## src/rtl/slot_evt_pkg.sv

```systemverilog
package slot_evt_pkg;
    localparam int WORD_W    = 32;
    localparam int CTL_W     = 6;
    localparam int NUM_EV    = 5;
    localparam int NUM_MSK   = 7;
    localparam int EV_LSB    = 16;
    localparam int MSK_LSB   = 24;

    // live field positions
    localparam int B_FLT     = 6;
    localparam int B_BTN     = 7;
    localparam int B_LAT     = 8;
    localparam int B_M66     = 9;
    localparam int B_PRS     = 10;

    // event indexes inside the event field
    localparam int E_PRS     = 0;
    localparam int E_IFLT    = 1;
    localparam int E_BTN     = 2;
    localparam int E_LAT     = 3;
    localparam int E_CFLT    = 4;

    // error-report mask indexes inside the mask field
    localparam int M_ERR_LAT  = 5;
    localparam int M_ERR_CFLT = 6;

    localparam logic [CTL_W-1:0]   CTL_RST = '1;
    localparam logic [NUM_MSK-1:0] MSK_RST = '1;
    localparam logic [1:0] ST_PWRONLY = 2'd1;
    localparam logic [1:0] ST_ENABLED = 2'd2;

    localparam int CTRL_ADDR = 0;
    localparam int LOC_ADDR  = 1;
    localparam int SLOT_BASE = 2;

    typedef struct packed {
        logic [CTL_W-1:0]   ctl;
        logic [NUM_EV-1:0]  ev;
        logic [NUM_MSK-1:0] msk;
        logic [1:0]         prs_s;
        logic               lat_s;
        logic               btn_s;
        logic               flt_s;
        logic               primed;
    } slot_st_t;

    typedef struct packed {
        logic cmd_m;
        logic err_m;
        logic irq_m;
    } ctrl_st_t;
endpackage

```

## src/rtl/slot_evt_latch.sv

```systemverilog
module slot_evt_latch
    import slot_evt_pkg::*;
(
    input  logic                 clk,
    input  logic                 rst_n,
    input  logic                 wr_hit,
    input  logic [CTL_W-1:0]     wr_ctl,
    input  logic [NUM_EV-1:0]    wr_clr,
    input  logic [NUM_MSK-1:0]   wr_msk,
    input  logic [1:0]           prs_in,
    input  logic                 lat_in,
    input  logic                 btn_in,
    input  logic                 flt_in,
    input  logic                 m66_in,
    output logic [WORD_W-1:0]    word_o
);
    slot_st_t s_d, s_q;
    logic [NUM_EV-1:0] set_v;
    logic [NUM_EV-1:0] clr_v;
    logic              connected;

    always_comb begin
        s_d       = s_q;
        set_v     = '0;
        connected = (s_q.ctl[1:0] == ST_PWRONLY) || (s_q.ctl[1:0] == ST_ENABLED);
        if (s_q.primed) begin
            set_v[E_PRS] = (prs_in != s_q.prs_s);
            set_v[E_BTN] = btn_in & ~s_q.btn_s;
            set_v[E_LAT] = lat_in ^ s_q.lat_s;
            if (flt_in && !s_q.flt_s) begin
                if (connected) set_v[E_CFLT] = 1'b1;
                else           set_v[E_IFLT] = 1'b1;
            end
        end
        clr_v  = wr_hit ? wr_clr : '0;
        // a fresh edge wins over a same-cycle clear
        s_d.ev = (s_q.ev & ~clr_v) | set_v;
        if (wr_hit) begin
            s_d.ctl = wr_ctl;
            s_d.msk = wr_msk;
        end
        s_d.prs_s  = prs_in;
        s_d.lat_s  = lat_in;
        s_d.btn_s  = btn_in;
        s_d.flt_s  = flt_in;
        s_d.primed = 1'b1;
    end

    always_ff @(posedge clk or negedge rst_n) begin
        if (!rst_n) begin
            s_q.ctl    <= CTL_RST;
            s_q.ev     <= '0;
            s_q.msk    <= MSK_RST;
            s_q.prs_s  <= '0;
            s_q.lat_s  <= 1'b0;
            s_q.btn_s  <= 1'b0;
            s_q.flt_s  <= 1'b0;
            s_q.primed <= 1'b0;
        end else begin
            s_q <= s_d;
        end
    end

    always_comb begin
        word_o                     = '0;
        word_o[CTL_W-1:0]          = s_q.ctl;
        word_o[B_FLT]              = ~flt_in;
        word_o[B_BTN]              = btn_in;
        word_o[B_LAT]              = lat_in;
        word_o[B_M66]              = m66_in;
        word_o[B_PRS +: 2]         = prs_in;
        word_o[EV_LSB +: NUM_EV]   = s_q.ev;
        word_o[MSK_LSB +: NUM_MSK] = s_q.msk;
    end
endmodule

```

## src/rtl/slot_evt_irq.sv

```systemverilog
module slot_evt_irq
    import slot_evt_pkg::*;
#(
    parameter int NUM_SLOTS = 4
) (
    input  logic [NUM_SLOTS-1:0][NUM_EV-1:0]  ev_in,
    input  logic [NUM_SLOTS-1:0][NUM_MSK-1:0] msk_in,
    input  logic                              cmd_pend,
    input  ctrl_st_t                          ctl,
    output logic [NUM_SLOTS:0]                locator,
    output logic                              irq,
    output logic                              err_out
);
    logic [NUM_SLOTS-1:0] slot_pend;
    logic [NUM_SLOTS-1:0] slot_err;

    for (genvar i = 0; i < NUM_SLOTS; i++) begin : g_slot
        assign slot_pend[i] = |(ev_in[i] & ~msk_in[i][NUM_EV-1:0]);
        assign slot_err[i]  = (ev_in[i][E_LAT]  & ~msk_in[i][M_ERR_LAT]) |
                              (ev_in[i][E_CFLT] & ~msk_in[i][M_ERR_CFLT]);
    end

    assign locator = {slot_pend, cmd_pend};
    assign irq     = ((|slot_pend) | (cmd_pend & ~ctl.cmd_m)) & ~ctl.irq_m;
    assign err_out = (|slot_err) & ~ctl.err_m;
endmodule

```

## src/rtl/slot_evt_agg.sv

```systemverilog
module slot_evt_agg
    import slot_evt_pkg::*;
#(
    parameter int NUM_SLOTS = 4,
    parameter int ADDR_W    = $clog2(NUM_SLOTS + 2)
) (
    input  logic                   clk,
    input  logic                   rst_n,
    input  logic                   wr_en,
    input  logic [ADDR_W-1:0]      wr_addr,
    input  logic [31:0]            wr_data,
    input  logic [ADDR_W-1:0]      rd_addr,
    output logic [31:0]            rd_data,
    input  logic                   cmd_pend,
    input  logic [2*NUM_SLOTS-1:0] prsnt,
    input  logic [NUM_SLOTS-1:0]   latch_open,
    input  logic [NUM_SLOTS-1:0]   button,
    input  logic [NUM_SLOTS-1:0]   pwr_fault,
    input  logic [NUM_SLOTS-1:0]   m66_cap,
    output logic                   irq,
    output logic                   err_out
);
    localparam int CTL_BITS = $bits(ctrl_st_t);

    ctrl_st_t ctl_d, ctl_q;
    logic [NUM_SLOTS-1:0][WORD_W-1:0]  slot_word;
    logic [NUM_SLOTS-1:0][NUM_EV-1:0]  slot_ev;
    logic [NUM_SLOTS-1:0][NUM_MSK-1:0] slot_msk;
    logic [NUM_SLOTS:0]                locator;

    for (genvar i = 0; i < NUM_SLOTS; i++) begin : g_slot
        logic hit;
        assign hit = wr_en && (wr_addr == ADDR_W'(SLOT_BASE + i));
        slot_evt_latch u_latch (
            .clk    (clk),
            .rst_n  (rst_n),
            .wr_hit (hit),
            .wr_ctl (wr_data[CTL_W-1:0]),
            .wr_clr (wr_data[EV_LSB +: NUM_EV]),
            .wr_msk (wr_data[MSK_LSB +: NUM_MSK]),
            .prs_in (prsnt[2*i +: 2]),
            .lat_in (latch_open[i]),
            .btn_in (button[i]),
            .flt_in (pwr_fault[i]),
            .m66_in (m66_cap[i]),
            .word_o (slot_word[i])
        );
        assign slot_ev[i]  = slot_word[i][EV_LSB +: NUM_EV];
        assign slot_msk[i] = slot_word[i][MSK_LSB +: NUM_MSK];
    end

    slot_evt_irq #(.NUM_SLOTS(NUM_SLOTS)) u_irq (
        .ev_in    (slot_ev),
        .msk_in   (slot_msk),
        .cmd_pend (cmd_pend),
        .ctl      (ctl_q),
        .locator  (locator),
        .irq      (irq),
        .err_out  (err_out)
    );

    always_comb begin
        ctl_d = ctl_q;
        if (wr_en && (wr_addr == ADDR_W'(CTRL_ADDR)))
            ctl_d = ctrl_st_t'(wr_data[CTL_BITS-1:0]);
    end

    always_ff @(posedge clk or negedge rst_n) begin
        if (!rst_n) ctl_q <= '1;
        else        ctl_q <= ctl_d;
    end

    always_comb begin
        rd_data = '0;
        if (rd_addr == ADDR_W'(CTRL_ADDR))
            rd_data[CTL_BITS-1:0] = ctl_q;
        else if (rd_addr == ADDR_W'(LOC_ADDR))
            rd_data[NUM_SLOTS:0] = locator;
        for (int i = 0; i < NUM_SLOTS; i++) begin
            if (rd_addr == ADDR_W'(SLOT_BASE + i))
                rd_data = slot_word[i];
        end
    end
endmodule

```

## config.mk

```make
export PLATFORM = sky130hd
export DESIGN_NAME = slot_evt_agg
export DESIGN_NICKNAME = d
export VERILOG_FILES = /design/src/rtl/slot_evt_pkg.sv /design/src/rtl/slot_evt_latch.sv /design/src/rtl/slot_evt_irq.sv /design/src/rtl/slot_evt_agg.sv
export SDC_FILE = /design/constraint.sdc
export NUM_CORES = 1
export LEC_CHECK = 0
export ABC_AREA = 1
export BUFFER_PORTS_ARGS = -buffer_cell sky130_fd_sc_hd__buf_2
export CORE_UTILIZATION = 47
export CTS_CLUSTER_SIZE = 40
export DETAILED_ROUTE_END_ITERATION = 16
export PLACE_DENSITY = 0.77
export REMOVE_ABC_BUFFERS = 1
export SYNTH_ARGS = -nofsm -noshare
export SYNTH_HDL_FRONTEND = slang
export SYNTH_SLANG_ARGS = --single-unit
```

## constraint.sdc

```tcl
create_clock -name clk -period 3.1 [get_ports clk]
set_input_delay 0.93 -clock clk [delete_from_list [all_inputs] [get_ports clk]]
set_output_delay 0.93 -clock clk [all_outputs]
set_load 0.005 [all_outputs]
```

-- After elaboration in Yosys (flattened, before gate mapping)
Cells that the tools add are included.
- add/subtract/negate cells: 0
- multipliers: 0
- div/mod/pow operators: 0
- $lt $le $gt $ge: 0
- equality and inequality tests: 21
- shift-type cells: 0
- multiplexer cells: 31
- bitwise operators: 63
- reductions and logical operators: 25
- operator list (kind ; number):
    two-way mux 32 bit ; 3
    two-way mux 5 bit ; 9
    bitwise AND 5 bit ; 8
    inverter 5 bit ; 8
    two-way mux 31 bit ; 1
    OR 5 bit ; 4
    OR reduction 20 bit ; 1
    OR reduction 5 bit ; 4
    inverter 1 bit ; 19
    two-way mux 1 bit ; 16
    bitwise AND 1 bit ; 15
    equality test 3 x 2 -> 1 bit, second input constant ; 4
    equality test 3 bit, second input constant ; 4
    logical AND 1 bit ; 9
    equality test 2 x 1 -> 1 bit, second input constant ; 4
    equality test 2 bit, second input constant ; 4
    inequality test 2 bit ; 4
    zero test 3 bit ; 2
    OR 1 bit ; 5
    zero test 1 bit ; 4
    logical OR 1 bit ; 4
    OR reduction 4 bit ; 1
    bitwise XOR 1 bit ; 4
    equality test 3 x 1 -> 1 bit, second input constant ; 1
    2 further kinds ; 2
- bits in registers: 96
- latch bits: 0
- bits in writable memories: 0
- bits in read-only memories: 0
- input bits: 66
- output and inout bits: 34
- word-level logic and storage cells: 172
- memories: 0

-- Logic depth before layout (Yosys ltp)
- depth in word-level cells: 9
- gate-level depth with buffers: 9
- mapped depth without buffers: 8

-- Hierarchy
Synthesis repeated with hierarchy kept, for this count alone.
- cell total of the unflattened synthesis: 734
- area, all modules: 6259.8 um^2
- modules (own cells, without submodules) (module ; times used ; cells each ; area an instance (um^2)):
    slot_evt_latch ; 4 ; 108 ; 1207.4
    slot_evt_agg ; 1 ; 230 ; 1132.3
    slot_evt_irq ; 1 ; 72 ; 297.8

-- Worst setup path before layout
OpenSTA, ideal clock, no wires.
- kind: input to output
- from: input rd_addr[0]
- to: output rd_data[1]
- data arrival time: 1.726 ns
- data required time: 2.170 ns
- slack: 0.444 ns
- stages: 9
- path buffers: 2
- path through: buf_4 > nor2_1 > nand2_1 > buf_2 > nand2_1 > inv_1 > nand4_1 > nand2_1 > nand2_1
- longest elaborated chain between the ends: 7
- elaborated cells between the ends (all ways): 12
- those cells by class: eq/ne: 5; mux: 6; reduce/logical: 1
- ends and longest elaborated chain (element ; line ; text):
    start, declared ; slot_evt_agg.sv:12 ; input logic [ADDR_W-1:0] rd_addr,
    equality test 3 x 1 -> 1 bit ; slot_evt_agg.sv:77 ; else if (rd_addr == ADDR_W'(LOC_ADDR))
    two-way mux 5 bit ; slot_evt_agg.sv:77 ;
    two-way mux 3 bit ; slot_evt_agg.sv:75 ; if (rd_addr == ADDR_W'(CTRL_ADDR))
    two-way mux 31 bit ; slot_evt_agg.sv:80 ; if (rd_addr == ADDR_W'(SLOT_BASE + i))
    two-way mux 32 bit (2 in series) ; slot_evt_agg.sv:80 ;
    two-way mux 32 bit (*) ; slot_evt_agg.sv:80 ;
    end, declared ; slot_evt_agg.sv:13 ; output logic [31:0] rd_data,
Every way passes the cells marked *; elsewhere a longest branch is shown, timed or not.

-- Worst setup path in the final report
- from: input rd_addr[0]
- to: output rd_data[19]
- longest elaborated chain between the ends: 5
- elaborated cells between the ends (all ways): 8
- those cells by class: eq/ne: 4; mux: 4
- ends and longest elaborated chain (element ; line):
    equality test 3 x 2 -> 1 bit ; slot_evt_agg.sv:80
    two-way mux 31 bit ; slot_evt_agg.sv:80
    two-way mux 32 bit (2 in series) ; slot_evt_agg.sv:80
    two-way mux 32 bit (*) ; slot_evt_agg.sv:80
Marks and branches as above.

==> flow_summary.ini <==
[clocking]
cts-hold-fix-buffers = 0
cts_max_path_buffers = 2
root_buffer = clkbuf_8
cts-buffers-inserted = 9
cts_tree = done
htreeDepth = 3
insertion_delay_ns = 0.36
cts_sinks = 96
clk_pin_slew_ns = 0.10

[worst_setup_path]
path_class = primary input to output pin
cp-end-kind = output pin
path_max_fanout = 9
r2r_slack_ns = 1.94
critPathRequiredTime_ns = 2.17
cp_data_arrival_time_ns = 2.07
start_kind = primary input

[yosys]
synthArstFlopShare_pct = 100.0
ys_warn_count = 0
synthesis.area_um2 = 4571
synth_ff_type = dfstp_2
avgSynthCellArea_um2 = 8.591
yosysMostFrequentCell = nand2_1
synth.distinct_cells = 29
yosysTopAreaCell = dfstp_2
synth_top_area_share_pct = 31.62
synthCells = 532
synthTopCellsByCount = nand2_1, o21ai_0, inv_1, dfstp_2, dfrtp_1
seq_area_frac_synth_pct = 54.07
ys_seq_elements = 96
synth_edf_count = 0
synth_area_leaders = dfstp_2, dfrtp_1, nand2_1, o21ai_0, inv_1

[run_status]
status = finished, final reports clean

[global_route]
grt_pass1_wl_mm = 18.69
grt_max_degree = 51
grt_pass1_vias = 3833
gr-total-overflow = 0
antenna_found_initial = 0
grt_use_total_pct = 24.16

[detailed_routing]
route.detailed.drc = 0
wl_per_cell_um = 15.15
drtPass1Iterations = 5
wl_met3_um = 497
drt_wl_total_mm = 11.35
vias = 3903
ant_nets = 0
top_layer_used = met4
wl_met1_mm = 5.003
drt_iter0_drc = 260
wl_met2_mm = 5.548
vias_per_cell = 5.211

[die]
ios = 100
core_area_um2 = 9328
dieHeight_um = 100.6
fp-row-count = 35
start_util_pct = 49.00
die_x_um = 100.6
die-area_um2 = 10120

[power_and_ir_drop]
p_per_area_nw_per_um2 = 595.9
peakVddDrop_mv = 0.2130
total_power_mw = 3.203
leakage_nw = 2.549

[sta]
fmax_mhz = 332.8
period_needed_ns = 3.005
setup_viol = 0
fin_skew_ns = 0.009625
finalCritPeriodShare_pct = 96.92
drv_slew = 0
hold_viol_final = 0
rsz0062_at_grt = false
worst_slack_ns = 0.09540

[layout]
drive_gt1_share_pct = 27.74
multiInputGateArea_um2 = 1748
diodes = 0
fin_util_pct = 57.63
num-fill-cells = 868
areaGrowthSynthToFinish_pct = 17.60
final_cells = 749
regArea_um2 = 2471
nets = 681

[placed_design]
pre_cts_ws_ns = 0.07590
io_buffers = 77
dp_cells = 733
globalplace.congestion = 0.9264
dp_hpwl_mm = 8.139

[min_path]
holdCritPathClass = flip-flop to flip-flop

[run]
drv_cap = 0
[cell type report]
class                      count  share of cell area [%]
sequential                    96                   45.97
multi-input combinational    356                   32.52
timing repair buffer          94                   10.29
inverter                      58                   4.050
tap                          129                   3.003
clock buffer                   9                   2.304
clock inverter                 7                   1.862
[worst paths after layout]
kind / from / end / cells past startpoint
min in group asynchronous: rst_n / g_slot[1].u_latch.s_q[1] / 1
worst min register to register: g_slot[3].u_latch.s_q[2] / g_slot[3].u_latch.word_o[18] / 1
max in group asynchronous: rst_n / g_slot[2].u_latch.word_o[24] / 2
worst min-delay path: g_slot[3].u_latch.s_q[2] / g_slot[3].u_latch.word_o[18] / 1
worst max-delay path: rd_addr[0] / rd_data[19] / 6
worst max register to register: g_slot[3].u_latch.s_q[0] / g_slot[0].u_latch.word_o[20] / 4
[layer usage]
| layer | vias up | global-route usage [%] |
|---|---|---|
| li1 | 1893 | - |
| met1 | 1861 | 32.28 |
| met2 | 126 | 39.52 |
| met3 | 23 | 3.467 |
| met4 | 0 | 10.37 |
| met5 | - | 0 |
[through the flow]
stage / TNS, ns / instance area, um2 / hold WS (ns)
2_1_floorplan: -0.06406 / 4429 / 0.4071
3_3_place_gp: 0 / 5144 / 0.4246
3_5_place_dp: 0 / 5144 / 0.4329
4_1_cts: 0 / 5368 / 0.4470
5_1_grt: 0 / 5375 / 0.4676
6_report: 0 / 5375 / 0.4402
[cells by family (layout without fill, tap and decap cells)]
logic type / Yosys count / in the layout / share of synthesized area, %
AOI/OAI and AO/OA: 137 / 137 / 17.03
buffers and inverters: 87 / 168 / 8.431
xor gates and xnor gates: 16 / 16 / 3.066
DFF: 96 / 96 / 54.07
and+or+nand+nor: 194 / 194 / 17.25
other: 2 / 9 / 0.1643
[state kept, by name (all words and copies together), names as in the netlist]
name,cells
g_slot.u_latch.s_q,21
ctl_q,3
g_slot.u_latch.word_o,72
[timing repair]
action / in CTS / in global routing
setup endpoints to repair: 0 / 3
gates resized for setup: 0 / 3
buffers inserted: 0 / 0
[cells in the final DEF, fill, tap and decap left out, types with 2 or more instances in the layout]
cell type  Yosys  routed
inv_1         56      56
a22oi_1       18      18
xor2_1         8       8
nand3_1       27      27
conb_1         2       9
nand3b_1       2       2
nor2_2         0       2
bufinv_16      0       2
o22ai_1        5       5
xnor2_1        8       8
nand4_1        3       3
buf_12         0       3
o21bai_1       2       2
clkbuf_8       0       9
nand2_1      139     138
o21ai_0       98      98
buf_2          5      76
nor2_1        20      18
dfstp_2       55      55
inv_6          0       4
o221ai_1       5       5
o31ai_1        2       2
dfrtp_1       41      41
inv_2          2       2
buf_4         10      15
o211ai_1       4       4
[critical path, stage by stage]
cell,delay [ns]
buf_2,0.17
nor2_1,0.17
nand2_2,0.17
buf_4,0.21
o221ai_1,0.26
buf_2,0.17
[report_power, final]
part / internal [mW] / switching [mW] / leakage, nW
clock network: 0.465 / 0.457 / 0.115
logic: 0.238 / 0.343 / 1.41
registers: 1.55 / 0.148 / 1.02
(Power assumes the default switching activity.)
